**src/rtl/alu_pkg.sv**
```systemverilog
// Package alu_pkg
// Shared control encodings and the slice output selector for the
// ripple-carry ALU. Assumes a 4-bit control word whose bit 3 inverts a,
// bit 2 inverts b (and drives carry-in), and bits 1:0 choose the output.
package alu_pkg;

    typedef enum logic [1:0] {
        SEL_AND  = 2'd0,
        SEL_OR   = 2'd1,
        SEL_SUM  = 2'd2,
        SEL_LESS = 2'd3
    } slice_sel_e;

    localparam int unsigned CTL_W = 4;

    localparam logic [CTL_W-1:0] CTL_AND = 4'b0000;
    localparam logic [CTL_W-1:0] CTL_OR  = 4'b0001;
    localparam logic [CTL_W-1:0] CTL_ADD = 4'b0010;
    localparam logic [CTL_W-1:0] CTL_SUB = 4'b0110;
    localparam logic [CTL_W-1:0] CTL_SLT = 4'b0111;
    localparam logic [CTL_W-1:0] CTL_NOR = 4'b1100;

    // True for the six supported control codes only.
    function automatic logic ctl_is_valid(input logic [CTL_W-1:0] ctl);
        return (ctl == CTL_AND) || (ctl == CTL_OR)  || (ctl == CTL_ADD) ||
               (ctl == CTL_SUB) || (ctl == CTL_SLT) || (ctl == CTL_NOR);
    endfunction

endpackage

```
**src/rtl/alu_slice.sv**
```systemverilog
// Module alu_slice
// One ordinary bit of the ALU. It optionally inverts each operand bit,
// forms AND, OR and a full-adder sum, and picks one of them or the
// shared less input. Assumes carry-in comes from the slice below.
module alu_slice
    import alu_pkg::*;
(
    input  logic       a_bit,
    input  logic       b_bit,
    input  logic       inv_a,
    input  logic       inv_b,
    input  logic       carry_in,
    input  logic       less_in,
    input  slice_sel_e sel,
    output logic       res_bit,
    output logic       carry_out
);

    logic a_eff;
    logic b_eff;
    logic sum_bit;

    // Operand inversion muxes.
    always_comb begin
        a_eff = inv_a ? ~a_bit : a_bit;
        b_eff = inv_b ? ~b_bit : b_bit;
    end

    // Full adder: odd parity for sum, majority for carry.
    always_comb begin
        sum_bit   = a_eff ^ b_eff ^ carry_in;
        carry_out = (b_eff & carry_in) | (a_eff & carry_in) | (a_eff & b_eff);
    end

    // Four-way output selector.
    always_comb begin
        unique case (sel)
            SEL_AND:  res_bit = a_eff & b_eff;
            SEL_OR:   res_bit = a_eff | b_eff;
            SEL_SUM:  res_bit = sum_bit;
            SEL_LESS: res_bit = less_in;
            default:  res_bit = 1'b0;
        endcase
    end

endmodule

```
**src/rtl/alu_msb_slice.sv**
```systemverilog
// Module alu_msb_slice
// The most significant bit of the ALU. It behaves like alu_slice and
// additionally reports signed overflow and the signed less-than bit.
// Assumes its carry-in is the carry out of the bit below.
module alu_msb_slice
    import alu_pkg::*;
(
    input  logic       a_bit,
    input  logic       b_bit,
    input  logic       inv_a,
    input  logic       inv_b,
    input  logic       carry_in,
    input  logic       less_in,
    input  slice_sel_e sel,
    output logic       res_bit,
    output logic       carry_out,
    output logic       set_out,
    output logic       ovf_out
);

    logic a_eff;
    logic b_eff;
    logic sum_bit;

    // Operand inversion muxes.
    always_comb begin
        a_eff = inv_a ? ~a_bit : a_bit;
        b_eff = inv_b ? ~b_bit : b_bit;
    end

    // Full adder for the top bit.
    always_comb begin
        sum_bit   = a_eff ^ b_eff ^ carry_in;
        carry_out = (b_eff & carry_in) | (a_eff & carry_in) | (a_eff & b_eff);
    end

    // Overflow: carry into the top bit differs from carry out of it.
    always_comb begin
        ovf_out = carry_in ^ carry_out;
    end

    // Signed less-than: sign of the difference corrected by overflow.
    always_comb begin
        set_out = sum_bit ^ ovf_out;
    end

    // Four-way output selector.
    always_comb begin
        unique case (sel)
            SEL_AND:  res_bit = a_eff & b_eff;
            SEL_OR:   res_bit = a_eff | b_eff;
            SEL_SUM:  res_bit = sum_bit;
            SEL_LESS: res_bit = less_in;
            default:  res_bit = 1'b0;
        endcase
    end

    // Overflow can only arise from like-signed addends giving an unlike-signed sum.
    always_comb begin
        if (ovf_out) begin
            AST_OVF_SIGNS: assert ((a_eff == b_eff) && (sum_bit != a_eff));
        end
    end

endmodule

```
**src/rtl/alu_zero_detect.sv**
```systemverilog
// Module alu_zero_detect
// Reduces a result word to a single flag that is high when every bit is
// clear. Assumes a result word of WIDTH bits.
module alu_zero_detect #(
    parameter int unsigned WIDTH = 32
) (
    input  logic [WIDTH-1:0] word,
    output logic             all_clear
);

    // NOR of all result bits.
    always_comb begin
        all_clear = ~(|word);
    end

endmodule

```
**src/rtl/rc_alu.sv**
```systemverilog
// Module rc_alu
// Combinational ALU built from a generated chain of one-bit slices with
// a dedicated top slice. Carries ripple upward, and the top slice's
// less-than bit feeds back into bit 0 for set-on-less-than. Unsupported
// control codes yield a zero result. Assumes WIDTH >= 2.
module rc_alu
    import alu_pkg::*;
#(
    parameter int unsigned WIDTH = 32
) (
    input  logic [WIDTH-1:0] a_in,
    input  logic [WIDTH-1:0] b_in,
    input  logic [3:0]       alu_ctl,
    output logic [WIDTH-1:0] result,
    output logic             zero,
    output logic             overflow,
    output logic             carry_out
);

    localparam int unsigned MSB = WIDTH - 1;

    logic             inv_a;
    logic             neg_b;
    slice_sel_e       sel;
    logic             ctl_ok;
    logic             set_w;
    logic             ovf_raw;
    logic             top_carry;
    logic [WIDTH-1:0] res_raw;

    // Split the control word into its fields.
    always_comb begin
        inv_a  = alu_ctl[3];
        neg_b  = alu_ctl[2];
        sel    = slice_sel_e'(alu_ctl[1:0]);
        ctl_ok = ctl_is_valid(alu_ctl);
    end

    // Slice chain: each bit takes the carry of the bit below.
    for (genvar i = 0; i < WIDTH; i++) begin : g_bit
        logic cin_w;
        logic cout_w;

        if (i == 0) begin : g_cin_lsb
            assign cin_w = neg_b;
        end else begin : g_cin_chain
            assign cin_w = g_bit[i-1].cout_w;
        end

        if (i == MSB) begin : g_top
            alu_msb_slice u_slice (
                .a_bit     (a_in[i]),
                .b_bit     (b_in[i]),
                .inv_a     (inv_a),
                .inv_b     (neg_b),
                .carry_in  (cin_w),
                .less_in   (1'b0),
                .sel       (sel),
                .res_bit   (res_raw[i]),
                .carry_out (cout_w),
                .set_out   (set_w),
                .ovf_out   (ovf_raw)
            );
        end else begin : g_mid
            alu_slice u_slice (
                .a_bit     (a_in[i]),
                .b_bit     (b_in[i]),
                .inv_a     (inv_a),
                .inv_b     (neg_b),
                .carry_in  (cin_w),
                .less_in   ((i == 0) ? set_w : 1'b0),
                .sel       (sel),
                .res_bit   (res_raw[i]),
                .carry_out (cout_w)
            );
        end
    end

    assign top_carry = g_bit[MSB].cout_w;

    // Gate the result and flags by code validity and operation kind.
    always_comb begin
        result    = ctl_ok ? res_raw : '0;
        overflow  = ctl_ok && (sel == SEL_SUM) && ovf_raw;
        carry_out = top_carry;
    end

    alu_zero_detect #(
        .WIDTH (WIDTH)
    ) u_zero (
        .word      (result),
        .all_clear (zero)
    );

    // Unsupported codes leave the result and overflow clear.
    always_comb begin
        if (!ctl_is_valid(alu_ctl)) begin
            AST_BAD_CODE_CLEAR: assert ((result == '0) && !overflow);
        end
    end

    // Set-on-less-than fills only bit 0 and follows signed order.
    always_comb begin
        if (alu_ctl == CTL_SLT) begin
            AST_SLT_UPPER_CLEAR: assert (result[MSB:1] == '0);
            AST_SLT_SIGNED: assert (result[0] == ($signed(a_in) < $signed(b_in)));
        end
    end

    // Subtract reports zero exactly on equal operands.
    always_comb begin
        if (alu_ctl == CTL_SUB) begin
            AST_SUB_ZERO_EQ: assert (zero == (a_in == b_in));
        end
    end

    // Overflow is confined to add and subtract.
    always_comb begin
        if ((alu_ctl != CTL_ADD) && (alu_ctl != CTL_SUB)) begin
            AST_NO_OVERFLOW: assert (!overflow);
        end
    end

endmodule

```
**config.mk**
```make
export PLATFORM = sky130hd
export DESIGN_NAME = rc_alu
export DESIGN_NICKNAME = d
export VERILOG_FILES = /design/src/rtl/alu_pkg.sv /design/src/rtl/alu_slice.sv /design/src/rtl/alu_msb_slice.sv /design/src/rtl/alu_zero_detect.sv /design/src/rtl/rc_alu.sv
export SDC_FILE = /design/constraint.sdc
export NUM_CORES = 1
export LEC_CHECK = 0
export ABC_AREA = 1
export BUFFER_PORTS_ARGS = -buffer_cell sky130_fd_sc_hd__buf_2
export CELL_PAD_IN_SITES_DETAIL_PLACEMENT = 1
export CELL_PAD_IN_SITES_GLOBAL_PLACEMENT = 2
export CORE_MARGIN = 10
export CORE_UTILIZATION = 32
export DETAILED_ROUTE_END_ITERATION = 6
export PLACE_DENSITY = 0.95
export SLEW_MARGIN = 10
export SYNTH_ARGS = -nofsm -noshare
export SYNTH_HDL_FRONTEND = slang
export SYNTH_SLANG_ARGS = --single-unit
```
**constraint.sdc**
```tcl
create_clock -name vclk -period 29.6
set_clock_uncertainty 0.15 [all_clocks]
set_input_delay 2.96 -clock vclk [all_inputs]
set_output_delay 2.96 -clock vclk [all_outputs]
set_load 0.005 [all_outputs]
```
-- Yosys cells after proc, flatten, opt, wreduce, memory -nomap -nowiden
Cells that the tools add are included.
- register bits: 0
- input port bits: 68
- output and inout port bits: 35
- word-level logic and storage cells: 438
- equality and inequality tests: 8
- multiplexer cells: 97
- bitwise gates (word level): 323
- reduce and logical (&&, ||, !) cells: 10
- operators by type and width (cell ; number):
    $pmux W1 S4 ; 32
    $and A1 B1 Y1 ; 96
    $or A1 B1 Y1 ; 96
    $xor A1 B1 Y1 ; 66
    $not A1 Y1 ; 65
    $mux W1 ; 64
    $mux W32 ; 1
    $reduce_or A32 Y1 ; 1
    $eq A4 B3 Y1 const B ; 2
    $logic_or A1 B1 Y1 ; 5
    $eq A2 B2 Y1 const B ; 2
    $eq A4 B1 Y1 const B ; 1
    $eq A4 B2 Y1 const B ; 1
    $eq A4 B4 Y1 const B ; 1
    $logic_not A4 Y1 ; 1
    $eq A2 B1 Y1 const B ; 1
    $logic_and A1 B1 Y1 ; 2
    $logic_not A2 Y1 ; 1

-- Longest topological paths before layout
Gate-level depths: netlist of the first run.
- depth after elaboration: 104
- mapped depth: 49
- depth with buffers taken out: 48

-- By module
A second synthesis of the first run with hierarchy kept.
- cell total of the unflattened synthesis: 724
- area total of the unflattened synthesis: 4329.2 um^2
- modules (own cells, without submodules) (module ; instances ; cells each ; area an instance (um^2) ; seq. area each (um^2)):
    alu_slice ; 31 ; 19 ; 117.6 ; 0.0
    rc_alu ; 1 ; 82 ; 416.6 ; 0.0
    alu_msb_slice ; 1 ; 22 ; 150.1 ; 0.0
    alu_zero_detect ; 1 ; 31 ; 116.4 ; 0.0

-- Worst setup path after synthesis of the first run
No wires, ideal clock.
- path type: input -> output
- start: input alu_ctl[3]
- end: output zero
- data arrival time: 16.403 ns
- required time: 26.490 ns
- path slack: 10.087 ns
- stages: 48
- buffers on the path: 2
- cell sequence: buf_2 -> buf_2 -> xnor2_1 -> inv_1 -> fa_1 -> inv_1 -> fa_1 -> fa_1 -> fa_1 -> fa_1 -> fa_1 -> fa_1 -> fa_1 -> fa_1 -> fa_1 -> inv_1 -> fa_1 -> inv_1 -> [... 12 more ...] -> fa_1 -> fa_1 -> fa_1 -> fa_1 -> fa_1 -> fa_1 -> fa_1 -> fa_1 -> inv_1 -> fa_1 -> fa_1 -> nand2_1 -> nand3_1 -> o21ai_0 -> nand2_1 -> nor2_1 -> nand2_1 -> nor2_1
- cells in the longest elaborated chain, start to end: 103
- elaborated cells between the ends (all ways): 335
- those cells by class: eq/ne: 5; mux: 65; bitwise: 258; reduce/logical: 7
- RTL lines (item ; line ; source):
    start, declared ; rc_alu.sv:13 ; input logic [3:0] alu_ctl,
    $mux W1 ; alu_slice.sv:25 ; a_eff = inv_a ? ~a_bit : a_bit;
    $and A1 B1 Y1 ; alu_slice.sv:32 ; carry_out = (b_eff & carry_in) | (a_eff & carry_in) | (a_eff & b_eff);
    $or A1 B1 Y1 (2 in a row) ; alu_slice.sv:32 ;
    $and A1 B1 Y1 ; alu_slice.sv:32 ;
    $or A1 B1 Y1 (2 in a row) ; alu_slice.sv:32 ;
    $and A1 B1 Y1 ; alu_slice.sv:32 ;
    $or A1 B1 Y1 (2 in a row) ; alu_slice.sv:32 ;
    $and A1 B1 Y1 ; alu_slice.sv:32 ;
    [... 83 more ...] ; -- ;
    $and A1 B1 Y1 ; alu_msb_slice.sv:34 ; carry_out = (b_eff & carry_in) | (a_eff & carry_in) | (a_eff & b_eff);
    $or A1 B1 Y1 (2 in a row) ; alu_msb_slice.sv:34 ;
    $xor A1 B1 Y1 ; alu_msb_slice.sv:39 ; ovf_out = carry_in ^ carry_out;
    $xor A1 B1 Y1 ; alu_msb_slice.sv:44 ; set_out = sum_bit ^ ovf_out;
    $pmux W1 S4 ; alu_slice.sv:37 ; unique case (sel)
    $mux W32 * ; rc_alu.sv:83 ; result = ctl_ok ? res_raw : '0;
    $reduce_or A32 Y1 * ; alu_zero_detect.sv:13 ; all_clear = ~(|word);
    $not A1 Y1 * ; alu_zero_detect.sv:13 ;
    end, declared ; rc_alu.sv:15 ; output logic zero,
Every way passes the cells marked *; elsewhere a longest branch is shown, timed or not.

-- Worst setup path after layout of the first run
Ends and elaborated chain as after synthesis.

==> flow_summary.html, run 1 <==
<table>
<tr><th>Metric</th><th>Value</th></tr>
<tr><th colspan="2">Drt</th></tr>
<tr><td>Total via count after detailed routing</td><td>3,394</td></tr>
<tr><td>DRC violations left</td><td>0</td></tr>
<tr><td>First-pass iteration count of the detailed router</td><td>4</td></tr>
<tr><td>Antenna Nets Post-Route</td><td>0</td></tr>
<tr><td>Number of vias per cell after detailed routing</td><td>4.45</td></tr>
<tr><td>Post-detailed-routing wire length</td><td>10.7 mm</td></tr>
<tr><td>Violation count after the first detailed-routing iteration</td><td>118</td></tr>
<tr><td>Routed WL per cell</td><td>14.1 um</td></tr>
<tr><th colspan="2">STA</th></tr>
<tr><td>Number of setup violations in the final report</td><td>0</td></tr>
<tr><td>Setup TNS</td><td>0 ps</td></tr>
<tr><td>Setup repair after global routing missed its margin</td><td>false</td></tr>
<tr><td>Period minus WS final</td><td>20,800 ps</td></tr>
<tr><td>Final max-slew violation count</td><td>0</td></tr>
<tr><td>Final worst path period share</td><td>70.3%</td></tr>
<tr><td>Worst Max-Slew Pin Slew</td><td>913 ps</td></tr>
<tr><td>Max-Slew Margin vs Limit</td><td>39.1%</td></tr>
<tr><td>Fin. Hold Viols</td><td>0</td></tr>
<tr><td>Maximum operating frequency</td><td>48.1 MHz</td></tr>
<tr><th colspan="2">Global routing</th></tr>
<tr><td>Antenna violations before repair</td><td>0</td></tr>
<tr><td>Pin count of the biggest net entering global routing</td><td>51</td></tr>
<tr><td>Residual overflow from global routing</td><td>0</td></tr>
<tr><td>Number of global-route vias before repair</td><td>3,709</td></tr>
<tr><td>Tot GR Track Use</td><td>12.9%</td></tr>
<tr><td>First-pass GRT wire length</td><td>17.8 mm</td></tr>
<tr><th colspan="2">Run status</th></tr>
<tr><td>Outcome</td><td>complete, no violations</td></tr>
<tr><th colspan="2">Critical path</th></tr>
<tr><td>Critical Path Max Stage Delay</td><td>490 ps</td></tr>
<tr><td>Start point of the critical path</td><td>alu_ctl[3]</td></tr>
<tr><td>Slowest-stage cell, CP</td><td>buf_4</td></tr>
<tr><td>Required time reported for the critical path endpoint</td><td>26,490 ps</td></tr>
<tr><td>Cell repeated most along the worst path</td><td>fa_1</td></tr>
<tr><td>Classification of the worst setup path</td><td>input port to output pin</td></tr>
<tr><td>Worst endpoint data arrival time</td><td>17,690 ps</td></tr>
<tr><td>Endpoint kind of the worst setup timing path</td><td>output pin</td></tr>
<tr><td>Maximum fanout along the worst path</td><td>36</td></tr>
<tr><td>Startpoint class of the critical path</td><td>input port</td></tr>
<tr><th colspan="2">Power and ir drop</th></tr>
<tr><td>Seq pwr share</td><td>0%</td></tr>
<tr><td>Part of the total power dissipated in combinational logic</td><td>100.0%</td></tr>
<tr><td>Worst vdd rail ir drop</td><td>0.00923 mV</td></tr>
<tr><td>Leakage component of the power</td><td>2.39 nW</td></tr>
<tr><td>Total internal power</td><td>36.8 uW</td></tr>
<tr><td>Power per cell area</td><td>21.8 mW/mm^2</td></tr>
<tr><td>Share of total power consumed by net switching</td><td>59.3%</td></tr>
<tr><td>Portion of total power attributed to the clock network</td><td>0%</td></tr>
<tr><td>Switching power summed over all nets</td><td>53.8 uW</td></tr>
<tr><th colspan="2">Synthesis</th></tr>
<tr><td>Average cell area after synthesis</td><td>6.66 um^2</td></tr>
<tr><td>Synth Net Count</td><td>701</td></tr>
<tr><td>Cell taking the most area after synthesis</td><td>ha_1</td></tr>
<tr><td>Cell count after synthesis</td><td>538</td></tr>
<tr><td>Synth warn</td><td>0</td></tr>
<tr><td>Count of distinct cell types in the synthesized netlist</td><td>26</td></tr>
<tr><td>Portion of synthesized cell area occupied by the leading cell type</td><td>22.0%</td></tr>
<tr><td>Area of the mapped netlist</td><td>0.00358 mm^2</td></tr>
<tr><td>Most used standard cells in the synthesized netlist</td><td>nand2_1 (136), inv_1 (105), ha_1 (63)</td></tr>
<tr><td>Most frequent cell after synthesis</td><td>nand2_1</td></tr>
<tr><td>Sequential cell area fraction in the yosys report</td><td>0%</td></tr>
<tr><td>Dominant cells by area after synthesis</td><td>ha_1 (22%), fa_1 (18%), xnor2_1 (15%)</td></tr>
<tr><th colspan="2">Clock network</th></tr>
<tr><td>Post-CTS Hold Fix Bufs</td><td>0</td></tr>
<tr><td># resized after CTS</td><td>0</td></tr>
<tr><td>Buffers inserted during post-CTS setup optimization</td><td>0</td></tr>
<tr><th colspan="2">Cells and area</th></tr>
<tr><td>Share of layout cells above drive strength 1</td><td>18.5%</td></tr>
<tr><td>Area delta synth-&gt;final</td><td>16.0%</td></tr>
<tr><td>Final std cell area, no fill</td><td>0.00416 mm^2</td></tr>
<tr><td>Final net count</td><td>787</td></tr>
<tr><td>Fin cells</td><td>762</td></tr>
<tr><td>Storage cell area</td><td>0 um^2</td></tr>
<tr><td>Antenna Diode Count</td><td>0</td></tr>
<tr><td>Fill cell total of the finished layout</td><td>1,454</td></tr>
<tr><td>Number of sequential storage elements</td><td>0</td></tr>
<tr><td>Clk_buf instances</td><td>0</td></tr>
<tr><th colspan="2">Floorplan</th></tr>
<tr><td>DIE WIDTH</td><td>126 um</td></tr>
<tr><td>Vert. Die Dim</td><td>126 um</td></tr>
<tr><td>Core footprint</td><td>0.0109 mm^2</td></tr>
<tr><td>Die Footprint</td><td>0.0158 mm^2</td></tr>
<tr><td>Starting utilization of the core area</td><td>32.9%</td></tr>
<tr><td>Site Rows</td><td>38</td></tr>
<tr><td>I/O pin count</td><td>103</td></tr>
<tr><th colspan="2">Min path</th></tr>
<tr><td>Min-delay worst type</td><td>input port to output pin</td></tr>
<tr><td>Worst Hold Launch</td><td>a_in[0]</td></tr>
<tr><td>Worst hold stages</td><td>7</td></tr>
<tr><th colspan="2">Job</th></tr>
<tr><td># Max-Cap Violations</td><td>0</td></tr>
<tr><th colspan="2">Placement</th></tr>
<tr><td>HPWL reported at the end of detailed placement</td><td>8.99 mm</td></tr>
<tr><td>IO Port Bufs</td><td>103</td></tr>
<tr><td>DP Area</td><td>0.00416 mm^2</td></tr>
<tr><td>DP Cell Count</td><td>762</td></tr>
<tr><td>Final weighted congestion in routability-driven placement</td><td>0.845</td></tr>
</table>
## stage by stage
step                hold WS [ps]  total power [mW]  setup slack [ps]  utilization [%]
finish                      6320            0.0906              8800             38.2
global route                6370             0.107              7970             38.2
CTS                         6310            0.0930              8610             38.2
detailed placement          6300            0.0928              8700             38.2
global placement            6280            0.0869              8960             38.2
floorplan                   6010            0.0642             10090                -
## area by class of cell
cell class	instances	area (um^2)	share of cell area, %
timing repair buffer	106	538	12.9
tap	140	175	4.21
inverter	107	404	9.72
multi-input combinational	409	3040	73.1
## routing by layer
| metal | vias to the layer above | routed length [um] | GRT usage [%] |
|---|---|---|---|
| li1 | 1709 | - | - |
| met1 | 1621 | 4900 | 16.0 |
| met2 | 60 | 5370 | 24.2 |
| met3 | 4 | 402 | 1.55 |
| met4 | 0 | 53 | 0.670 |
| met5 | - | 0 | 0 |
## path summary, 6_finish.rpt
path,slack [ps],end
worst min-delay path,6320,result[0]
worst max-delay path,8800,zero
## cell families (layout without fill, tap and decap cells)
kind of cell	Yosys count	in the layout	share of synthesized area [%]
AO/OA/AOI/OAI	31	31	4.54
adder cells (fa/ha/maj)	95	95	39.9
buffers and inverters	129	213	15.2
XOR/XNOR	64	64	15.6
AND/OR/NAND/NOR	219	219	24.8
## power groups by stage
stage	sequential, mW	clock, mW	combinational (mW)
6_report	0	0	0.0906
5_1_grt	0	0	0.107
4_1_cts	0	0	0.0930
3_5_place_dp	0	0	0.0928
3_3_place_gp	0	0	0.0869
2_1_floorplan	0	0	0.0642
## cells in the final DEF, fill, tap and decap left out, drive strengths merged
cell type / instances
or2: 12
nand3: 9
and2: 1
ha: 63
nand2: 136
a31oi: 4
a21oi: 3
o21ai: 23
buf: 106
nand3b: 1
nor4: 1
a21o: 1
inv: 107
xnor2: 62
xor2: 2
nor2: 59
fa: 32
## worst max-delay path, delay by kind of cell
| family | cells | cell delay, ps |
|---|---|---|
| buf+inv | 10 | 1190 |
| simple gates | 6 | 570 |
| xor+xnor | 1 | 250 |
| fa+ha+maj | 31 | 12380 |
| compound gates | 2 | 320 |
Power figures use the tool's default switching activity.
==> run 2: changes to the inputs <==
--- a/config.mk
+++ b/config.mk
@@ -5,14 +5,14 @@
 export SDC_FILE = /design/constraint.sdc
 export NUM_CORES = 1
 export LEC_CHECK = 0
-export ABC_AREA = 1
+export ABC_AREA = 0
 export BUFFER_PORTS_ARGS = -buffer_cell sky130_fd_sc_hd__buf_2
 export CELL_PAD_IN_SITES_DETAIL_PLACEMENT = 1
 export CELL_PAD_IN_SITES_GLOBAL_PLACEMENT = 2
 export CORE_MARGIN = 10
-export CORE_UTILIZATION = 32
+export CORE_UTILIZATION = 28
 export DETAILED_ROUTE_END_ITERATION = 6
-export PLACE_DENSITY = 0.95
+export PLACE_DENSITY = 0.88
 export SLEW_MARGIN = 10
 export SYNTH_ARGS = -nofsm -noshare
 export SYNTH_HDL_FRONTEND = slang
==> constraint.sdc (replaced) <==
create_clock -name vclk -period 18
set_clock_uncertainty 0.15 [all_clocks]
set_input_delay 1.8 -clock vclk [all_inputs]
set_output_delay 1.8 -clock vclk [all_outputs]
set_load 0.005 [all_outputs]
==> run 2 against run 1 <==
  * Synthesized cell count fell by 25%
  * Power increased by 62%
  * Critical path depth down 3
  * Global-route usage shrank 0.86 points
  * Count of clock-buffer cells in the layout unchanged
  * Routed wire length is 4.4% lower
  * Area after synthesis decreased by 7.2%
  * Final cell count shrank 17%
  * First-iteration DRC count is 3.4% lower
  * Via count decreased by 16%
  * Die area up 5.0%
  * Critical endpoint unchanged
==> flow_summary.html, run 2 <==
<table>
<tr><th>Metric</th><th>Value</th></tr>
<tr><th colspan="2">Critical path</th></tr>
<tr><td>Endpoint kind of the worst setup timing path</td><td>output pin</td></tr>
<tr><td>Slowest-stage cell, CP</td><td>fa_1</td></tr>
<tr><td>Cell repeated most along the worst path</td><td>fa_1</td></tr>
<tr><td>Worst endpoint data arrival time</td><td>15,390 ps (-2300 ps)</td></tr>
<tr><td>Startpoint class of the critical path</td><td>input port</td></tr>
<tr><td>Classification of the worst setup path</td><td>input port to output pin</td></tr>
<tr><td>Maximum fanout along the worst path</td><td>4 (-89%)</td></tr>
<tr><td>Critical Path Max Stage Delay</td><td>440 ps (-50 ps)</td></tr>
<tr><td>Required time reported for the critical path endpoint</td><td>16,050 ps (-10,440 ps)</td></tr>
<tr><th colspan="2">STA</th></tr>
<tr><td>Maximum operating frequency</td><td>57.7 MHz</td></tr>
<tr><td>Final max-slew violation count</td><td>0 (unchanged)</td></tr>
<tr><td>Final worst path period share</td><td>96.4%</td></tr>
<tr><td>Setup repair after global routing missed its margin</td><td>false</td></tr>
<tr><td>Worst Max-Slew Pin Slew</td><td>914 ps (+0.509 ps)</td></tr>
<tr><td>Period minus WS final</td><td>17,340 ps</td></tr>
<tr><td>Fin. Hold Viols</td><td>0 (unchanged)</td></tr>
<tr><td>Max-Slew Margin vs Limit</td><td>39.0% (-0.17 points)</td></tr>
<tr><td>Number of setup violations in the final report</td><td>0 (unchanged)</td></tr>
<tr><th colspan="2">Clock network</th></tr>
<tr><td>Post-CTS Hold Fix Bufs</td><td>0 (unchanged)</td></tr>
<tr><td>Buffers inserted during post-CTS setup optimization</td><td>0 (unchanged)</td></tr>
<tr><th colspan="2">Min path</th></tr>
<tr><td>Min-delay worst type</td><td>input port to output pin</td></tr>
<tr><th colspan="2">Floorplan</th></tr>
<tr><td>Core footprint</td><td>0.0115 mm^2 (+5.8%)</td></tr>
<tr><td>I/O pin count</td><td>103 (unchanged)</td></tr>
<tr><td>Starting utilization of the core area</td><td>28.9% (-4.0 points)</td></tr>
<tr><td>Site Rows</td><td>39 (+2.6%)</td></tr>
<tr><td>Vert. Die Dim</td><td>129 um (+2.5%)</td></tr>
<tr><td>Die Footprint</td><td>0.0166 mm^2 (+5.0%)</td></tr>
<tr><td>DIE WIDTH</td><td>129 um (+2.5%)</td></tr>
<tr><th colspan="2">Global routing</th></tr>
<tr><td>Antenna violations before repair</td><td>0 (unchanged)</td></tr>
<tr><td>First-pass GRT wire length</td><td>16.9 mm (-4.8%)</td></tr>
<tr><td>Number of global-route vias before repair</td><td>3,403 (-8.3%)</td></tr>
<tr><td>Tot GR Track Use</td><td>12.0% (-0.86 points)</td></tr>
<tr><td>Pin count of the biggest net entering global routing</td><td>63 (+24%)</td></tr>
<tr><td>Residual overflow from global routing</td><td>0 (unchanged)</td></tr>
<tr><th colspan="2">Synthesis</th></tr>
<tr><td>Portion of synthesized cell area occupied by the leading cell type</td><td>23.7% (+1.7 points)</td></tr>
<tr><td>Cell count after synthesis</td><td>402 (-25%)</td></tr>
<tr><td>Synth Net Count</td><td>565 (-19%)</td></tr>
<tr><td>Dominant cells by area after synthesis</td><td>ha_1 (24%), fa_1 (19%), xor2_1 (16%)</td></tr>
<tr><td>Cell taking the most area after synthesis</td><td>ha_1</td></tr>
<tr><td>Sequential cell area fraction in the yosys report</td><td>0% (unchanged)</td></tr>
<tr><td>Area of the mapped netlist</td><td>0.00332 mm^2 (-7.2%)</td></tr>
<tr><td>Synth warn</td><td>0 (unchanged)</td></tr>
<tr><td>Average cell area after synthesis</td><td>8.27 um^2 (+24%)</td></tr>
<tr><td>Most frequent cell after synthesis</td><td>inv_1</td></tr>
<tr><td>Most used standard cells in the synthesized netlist</td><td>inv_1 (70), ha_1 (63), xor2_1 (62)</td></tr>
<tr><td>Count of distinct cell types in the synthesized netlist</td><td>31 (+19%)</td></tr>
<tr><th colspan="2">Power and ir drop</th></tr>
<tr><td>Overall power after layout</td><td>147 uW (+62%)</td></tr>
<tr><td>Switching power summed over all nets</td><td>81.4 uW (+51%)</td></tr>
<tr><td>Share of total power consumed by net switching</td><td>55.4% (-4.0 points)</td></tr>
<tr><td>Worst vdd rail ir drop</td><td>0.0155 mV (+68%)</td></tr>
<tr><td>Portion of total power attributed to the clock network</td><td>0% (unchanged)</td></tr>
<tr><td>Total internal power</td><td>65.6 uW (+78%)</td></tr>
<tr><td>Part of the total power dissipated in combinational logic</td><td>100.0% (about the same)</td></tr>
<tr><td>Leakage component of the power</td><td>2.17 nW (-9.2%)</td></tr>
<tr><td>Seq pwr share</td><td>0% (unchanged)</td></tr>
<tr><td>Power per cell area</td><td>36.8 mW/mm^2 (+69%)</td></tr>
<tr><th colspan="2">Drt</th></tr>
<tr><td>Violation count after the first detailed-routing iteration</td><td>114 (-3.4%)</td></tr>
<tr><td>Post-detailed-routing wire length</td><td>10.3 mm (-4.4%)</td></tr>
<tr><td>Antenna Nets Post-Route</td><td>0 (unchanged)</td></tr>
<tr><td>DRC violations left</td><td>0 (unchanged)</td></tr>
<tr><td>Number of vias per cell after detailed routing</td><td>4.50 (+1.0%)</td></tr>
<tr><td>First-pass iteration count of the detailed router</td><td>4 (unchanged)</td></tr>
<tr><td>Total via count after detailed routing</td><td>2,848 (-16%)</td></tr>
<tr><td>Routed WL per cell</td><td>16.2 um (+15%)</td></tr>
<tr><th colspan="2">Cells and area</th></tr>
<tr><td>Antenna Diode Count</td><td>0 (unchanged)</td></tr>
<tr><td>Final std cell area, no fill</td><td>0.00400 mm^2 (-3.9%)</td></tr>
<tr><td>Post-layout util</td><td>34.7% (-3.5 points)</td></tr>
<tr><td>Clk_buf instances</td><td>0 (unchanged)</td></tr>
<tr><td>Fill cell total of the finished layout</td><td>1,434 (-1.4%)</td></tr>
<tr><td>Share of layout cells above drive strength 1</td><td>26.9% (+8.5 points)</td></tr>
<tr><td>Final net count</td><td>655 (-17%)</td></tr>
<tr><td>Top library cells by usage in the layout, fill and taps aside</td><td>buf_2 (103), inv_1 (70), ha_1 (63)</td></tr>
<tr><td>Most common cell after layout, fill and taps aside</td><td>buf_2</td></tr>
<tr><td>Storage cell area</td><td>0 um^2 (unchanged)</td></tr>
<tr><td>Area delta synth-&gt;final</td><td>20.2%</td></tr>
<tr><td>Number of sequential storage elements</td><td>0 (unchanged)</td></tr>
<tr><th colspan="2">Run status</th></tr>
<tr><td>Outcome</td><td>complete, no violations</td></tr>
<tr><th colspan="2">Placement</th></tr>
<tr><td>HPWL reported at the end of detailed placement</td><td>8.67 mm (-3.6%)</td></tr>
<tr><td>IO Port Bufs</td><td>103 (unchanged)</td></tr>
<tr><td>DP Area</td><td>0.00395 mm^2 (-5.0%)</td></tr>
<tr><td>Final weighted congestion in routability-driven placement</td><td>0.758 (-10%)</td></tr>
<tr><th colspan="2">Job</th></tr>
<tr><td># Max-Cap Violations</td><td>0 (unchanged)</td></tr>
</table>
## run 2: worst max-delay path, delay by kind of cell
kind / cells / cell delay, ps
compound gates: 3 / 490
xor+xnor: 1 / 160
fa+ha+maj: 31 / 11560
buf+inv: 8 / 690
mux: 1 / 140
simple gates: 3 / 510
## run 2: area by class of cell
class                      instances  area, um^2  share of cell area (%)
tap                              143         179                    4.48
timing repair buffer             113         591                    14.8
inverter                          70         263                    6.58
multi-input combinational        307        2960                    74.2
## run 2: per-stage QoR
stage	cells	setup TNS, ps	hold WS (ps)	worst slack, ps
2_1_floorplan	402	0	3660	422
3_3_place_gp	633	-11.0	4050	-11.0
3_5_place_dp	633	-311	4070	-311
4_1_cts	633	0	4070	17.3
5_1_grt	633	0	4140	12.4
6_report	633	0	4070	657
## run 2: what timing repair did
item	4_1_cts	5_1_grt
resized for setup	7	9
gates cloned	0	0
pin swaps	1	2
endpoints found under the setup margin	1	1
## run 2: power groups by stage
stage          logic (mW)  clock network, mW  registers, mW
2_1_floorplan      0.0996                  0              0
6_report            0.147                  0              0
3_5_place_dp        0.147                  0              0
3_3_place_gp        0.137                  0              0
4_1_cts             0.150                  0              0
5_1_grt             0.170                  0              0
## run 2: logic make-up (layout without fill, tap and decap cells)
family                     count (synthesis)  count (layout)  synth area share [%]
and+or+nand+nor                           96              96                  13.6
adders and majority gates                 95              95                  43.0
buffers and inverters                     95             183                  12.2
xor gates and xnor gates                  66              66                  17.4
AOI/OAI and AO/OA                         41              41                  11.0
muxes                                      9               9                  2.90
## run 2: path summary, 6_finish.rpt
| check | from | endpoint | slack, ps | depth (start not counted) |
|---|---|---|---|---|
| hold / removal | b_in[0] | result[0] | 4070 | 6 |
| setup / recovery | alu_ctl[3] | zero | 660 | 47 |
## run 2: per-layer routing
metal / part of all wire, % / global-route usage (%) / up-vias
li1: - / - / 1417
met1: 43 / 14.4 / 1365
met2: 52 / 23.2 / 64
met3: 4.8 / 1.64 / 2
met4: 0.37 / 0.401 / 0
met5: 0 / 0 / -
==> run 3: changes to the inputs <==
--- a/config.mk
+++ b/config.mk
@@ -13,6 +13,7 @@
 export CORE_UTILIZATION = 28
 export DETAILED_ROUTE_END_ITERATION = 6
 export PLACE_DENSITY = 0.88
+export REMOVE_ABC_BUFFERS = 1
 export SLEW_MARGIN = 10
 export SYNTH_ARGS = -nofsm -noshare
 export SYNTH_HDL_FRONTEND = slang
==> run 3 against run 2 <==
  * Via count increased by 0.70%
  * Hold slack better by 77 ps
  * Final cell count grew 0.32%
  * Design area grew 0.63%
  * Largest power group unchanged
==> flow_summary.html, run 3 (synthesized netlist as in run 2, its figures left out) <==
<table>
<tr><th>Metric</th><th>Value</th></tr>
<tr><th colspan="2">Power and ir drop</th></tr>
<tr><td>Worst vdd rail ir drop</td><td>0.00788 mV (-49%)</td></tr>
<tr><td>Switching power summed over all nets</td><td>82.2 uW (+0.94%)</td></tr>
<tr><td>Power per cell area</td><td>36.7 mW/mm^2 (-0.37%)</td></tr>
<tr><td>Share of total power consumed by net switching</td><td>55.8% (+0.38 points)</td></tr>
<tr><td>Total internal power</td><td>65.2 uW (-0.61%)</td></tr>
<tr><td>Portion of total power attributed to the clock network</td><td>0% (unchanged)</td></tr>
<tr><td>Part of the total power dissipated in combinational logic</td><td>100.0% (about the same)</td></tr>
<tr><td>Leakage component of the power</td><td>2.18 nW (+0.53%)</td></tr>
<tr><td>Seq pwr share</td><td>0% (unchanged)</td></tr>
<tr><th colspan="2">Critical path</th></tr>
<tr><td>Worst endpoint data arrival time</td><td>15,440 ps (+50 ps)</td></tr>
<tr><td>Required time reported for the critical path endpoint</td><td>16,050 ps (about the same)</td></tr>
<tr><td>Cell class contributing the biggest share of worst-path delay</td><td>adder cells</td></tr>
<tr><td>Cell repeated most along the worst path</td><td>fa_1</td></tr>
<tr><td>Endpoint kind of the worst setup timing path</td><td>output pin</td></tr>
<tr><td>Classification of the worst setup path</td><td>input port to output pin</td></tr>
<tr><td>Critical Path Max Stage Delay</td><td>440 ps (about the same)</td></tr>
<tr><td>Maximum fanout along the worst path</td><td>4 (unchanged)</td></tr>
<tr><td>Slowest-stage cell, CP</td><td>fa_1</td></tr>
<tr><td>Number of buffers and inverters on the critical path</td><td>8 (unchanged)</td></tr>
<tr><td>Startpoint class of the critical path</td><td>input port</td></tr>
<tr><th colspan="2">Global routing</th></tr>
<tr><td>Number of global-route vias before repair</td><td>3,418 (+0.44%)</td></tr>
<tr><td>Antenna violations before repair</td><td>1 (+1)</td></tr>
<tr><td>First-pass GRT wire length</td><td>17.0 mm (+0.21%)</td></tr>
<tr><td>Pin count of the biggest net entering global routing</td><td>63 (unchanged)</td></tr>
<tr><td>Tot GR Track Use</td><td>12.4% (+0.34 points)</td></tr>
<tr><td>Residual overflow from global routing</td><td>0 (unchanged)</td></tr>
<tr><th colspan="2">Cells and area</th></tr>
<tr><td>Storage cell area</td><td>0 um^2 (unchanged)</td></tr>
<tr><td>Top library cells by usage in the layout, fill and taps aside</td><td>buf_2 (102), inv_1 (70), ha_1 (63)</td></tr>
<tr><td>Final net count</td><td>657 (+0.31%)</td></tr>
<tr><td>Area delta synth-&gt;final</td><td>21.0%</td></tr>
<tr><td>Most common cell after layout, fill and taps aside</td><td>buf_2</td></tr>
<tr><td>Final std cell area, no fill</td><td>0.00402 mm^2 (+0.63%)</td></tr>
<tr><td>Fin cells</td><td>635 (+0.32%)</td></tr>
<tr><td>Number of sequential storage elements</td><td>0 (unchanged)</td></tr>
<tr><td>Clk_buf instances</td><td>0 (unchanged)</td></tr>
<tr><td>Share of layout cells above drive strength 1</td><td>27.4% (+0.50 points)</td></tr>
<tr><td>Post-layout util</td><td>34.9% (+0.22 points)</td></tr>
<tr><td>Antenna Diode Count</td><td>0 (unchanged)</td></tr>
<tr><th colspan="2">Drt</th></tr>
<tr><td>DRC violations left</td><td>0 (unchanged)</td></tr>
<tr><td>Post-detailed-routing wire length</td><td>10.6 mm (+3.4%)</td></tr>
<tr><td>Total via count after detailed routing</td><td>2,868 (+0.70%)</td></tr>
<tr><td>Routed WL per cell</td><td>16.7 um (+3.1%)</td></tr>
<tr><td>Antenna Nets Post-Route</td><td>0 (unchanged)</td></tr>
<tr><td>First-pass iteration count of the detailed router</td><td>4 (unchanged)</td></tr>
<tr><td>Number of vias per cell after detailed routing</td><td>4.52 (+0.39%)</td></tr>
<tr><td>Violation count after the first detailed-routing iteration</td><td>104 (-8.8%)</td></tr>
<tr><th colspan="2">Job</th></tr>
<tr><td># Max-Cap Violations</td><td>0 (unchanged)</td></tr>
<tr><th colspan="2">Run status</th></tr>
<tr><td>Outcome</td><td>complete, no violations</td></tr>
<tr><th colspan="2">Floorplan</th></tr>
<tr><td>I/O pin count</td><td>103 (unchanged)</td></tr>
<tr><td>Vert. Die Dim</td><td>129 um (unchanged)</td></tr>
<tr><td>Core footprint</td><td>0.0115 mm^2 (unchanged)</td></tr>
<tr><td>Starting utilization of the core area</td><td>28.9% (unchanged)</td></tr>
<tr><td>Die Footprint</td><td>0.0166 mm^2 (unchanged)</td></tr>
<tr><td>DIE WIDTH</td><td>129 um (unchanged)</td></tr>
<tr><td>Site Rows</td><td>39 (unchanged)</td></tr>
<tr><th colspan="2">Placement</th></tr>
<tr><td>IO Port Bufs</td><td>103 (unchanged)</td></tr>
<tr><td>DP Area</td><td>0.00396 mm^2 (+0.19%)</td></tr>
<tr><td>Final weighted congestion in routability-driven placement</td><td>0.763 (+0.63%)</td></tr>
<tr><td>Setup slack after placement</td><td>-249 ps (+61.9 ps)</td></tr>
<tr><td>HPWL reported at the end of detailed placement</td><td>8.76 mm (+1.1%)</td></tr>
<tr><td>DP Cell Count</td><td>634 (+0.16%)</td></tr>
<tr><th colspan="2">STA</th></tr>
<tr><td>Worst Max-Slew Pin Slew</td><td>1090 ps (+175 ps)</td></tr>
<tr><td>Number of setup violations in the final report</td><td>0 (unchanged)</td></tr>
<tr><td>Hold slack</td><td>4150 ps (+76.5 ps)</td></tr>
<tr><td>Max-Slew Margin vs Limit</td><td>27.4% (-12 points)</td></tr>
<tr><td>Maximum operating frequency</td><td>57.5 MHz (-0.29%)</td></tr>
<tr><td>Setup repair after global routing missed its margin</td><td>false</td></tr>
<tr><td>Final max-slew violation count</td><td>0 (unchanged)</td></tr>
<tr><td>Fin. Hold Viols</td><td>0 (unchanged)</td></tr>
<tr><td>Period minus WS final</td><td>17,390 ps (+50.4 ps)</td></tr>
<tr><td>Least setup slack across all paths after layout</td><td>606 ps (-50.4 ps)</td></tr>
<tr><td>Final worst path period share</td><td>96.6% (+0.28 points)</td></tr>
<tr><th colspan="2">Min path</th></tr>
<tr><td>Min-delay worst type</td><td>input port to output pin</td></tr>
</table>
==> run 3: metrics by stage <==
stage / power (mW) / setup TNS, ps
after floorplan: 0.0921 / 0
after global placement: 0.137 / -71.2
after detailed placement: 0.145 / -249
after CTS: 0.147 / 0
after global routing: 0.170 / 0
final: 0.147 / 0
==> run 3: layout make-up <==
class | count | area (um^2)
multi-input cells | 307 | 2970
inverters | 70 | 263
fillers | 1434 | 7500
repair buffers | 115 | 608
well taps | 143 | 179
==> run 3: layer usage <==
layer  GRT usage, %  wire, um  vias to the layer above
met5              0        13                        -
met3           2.42       531                        8
li1               -         -                     1417
met4          0.870        83                        2
met2           23.3      5380                       55
met1           14.8      4610                     1386
==> run 3: path summary, 6_finish.rpt <==
check | startpoint | endpoint | depth (start not counted) | slack (ps)
setup / recovery | alu_ctl[3] | zero | 47 | 610
hold / removal | b_in[0] | result[0] | 6 | 4150
==> run 3: repair_timing <==
item	4_1_cts	5_1_grt
hold buffers	0	0
pin swaps	1	2
setup buffers	0	1
endpoints found under the setup margin	1	1
resized for setup	8	10
==> run 3: power groups by stage <==
stage | clock network (mW) | logic [mW] | registers, mW
floorplan | 0 | 0.0921 | 0
global placement | 0 | 0.137 | 0
detailed placement | 0 | 0.145 | 0
CTS | 0 | 0.147 | 0
global route | 0 | 0.170 | 0
finish | 0 | 0.147 | 0
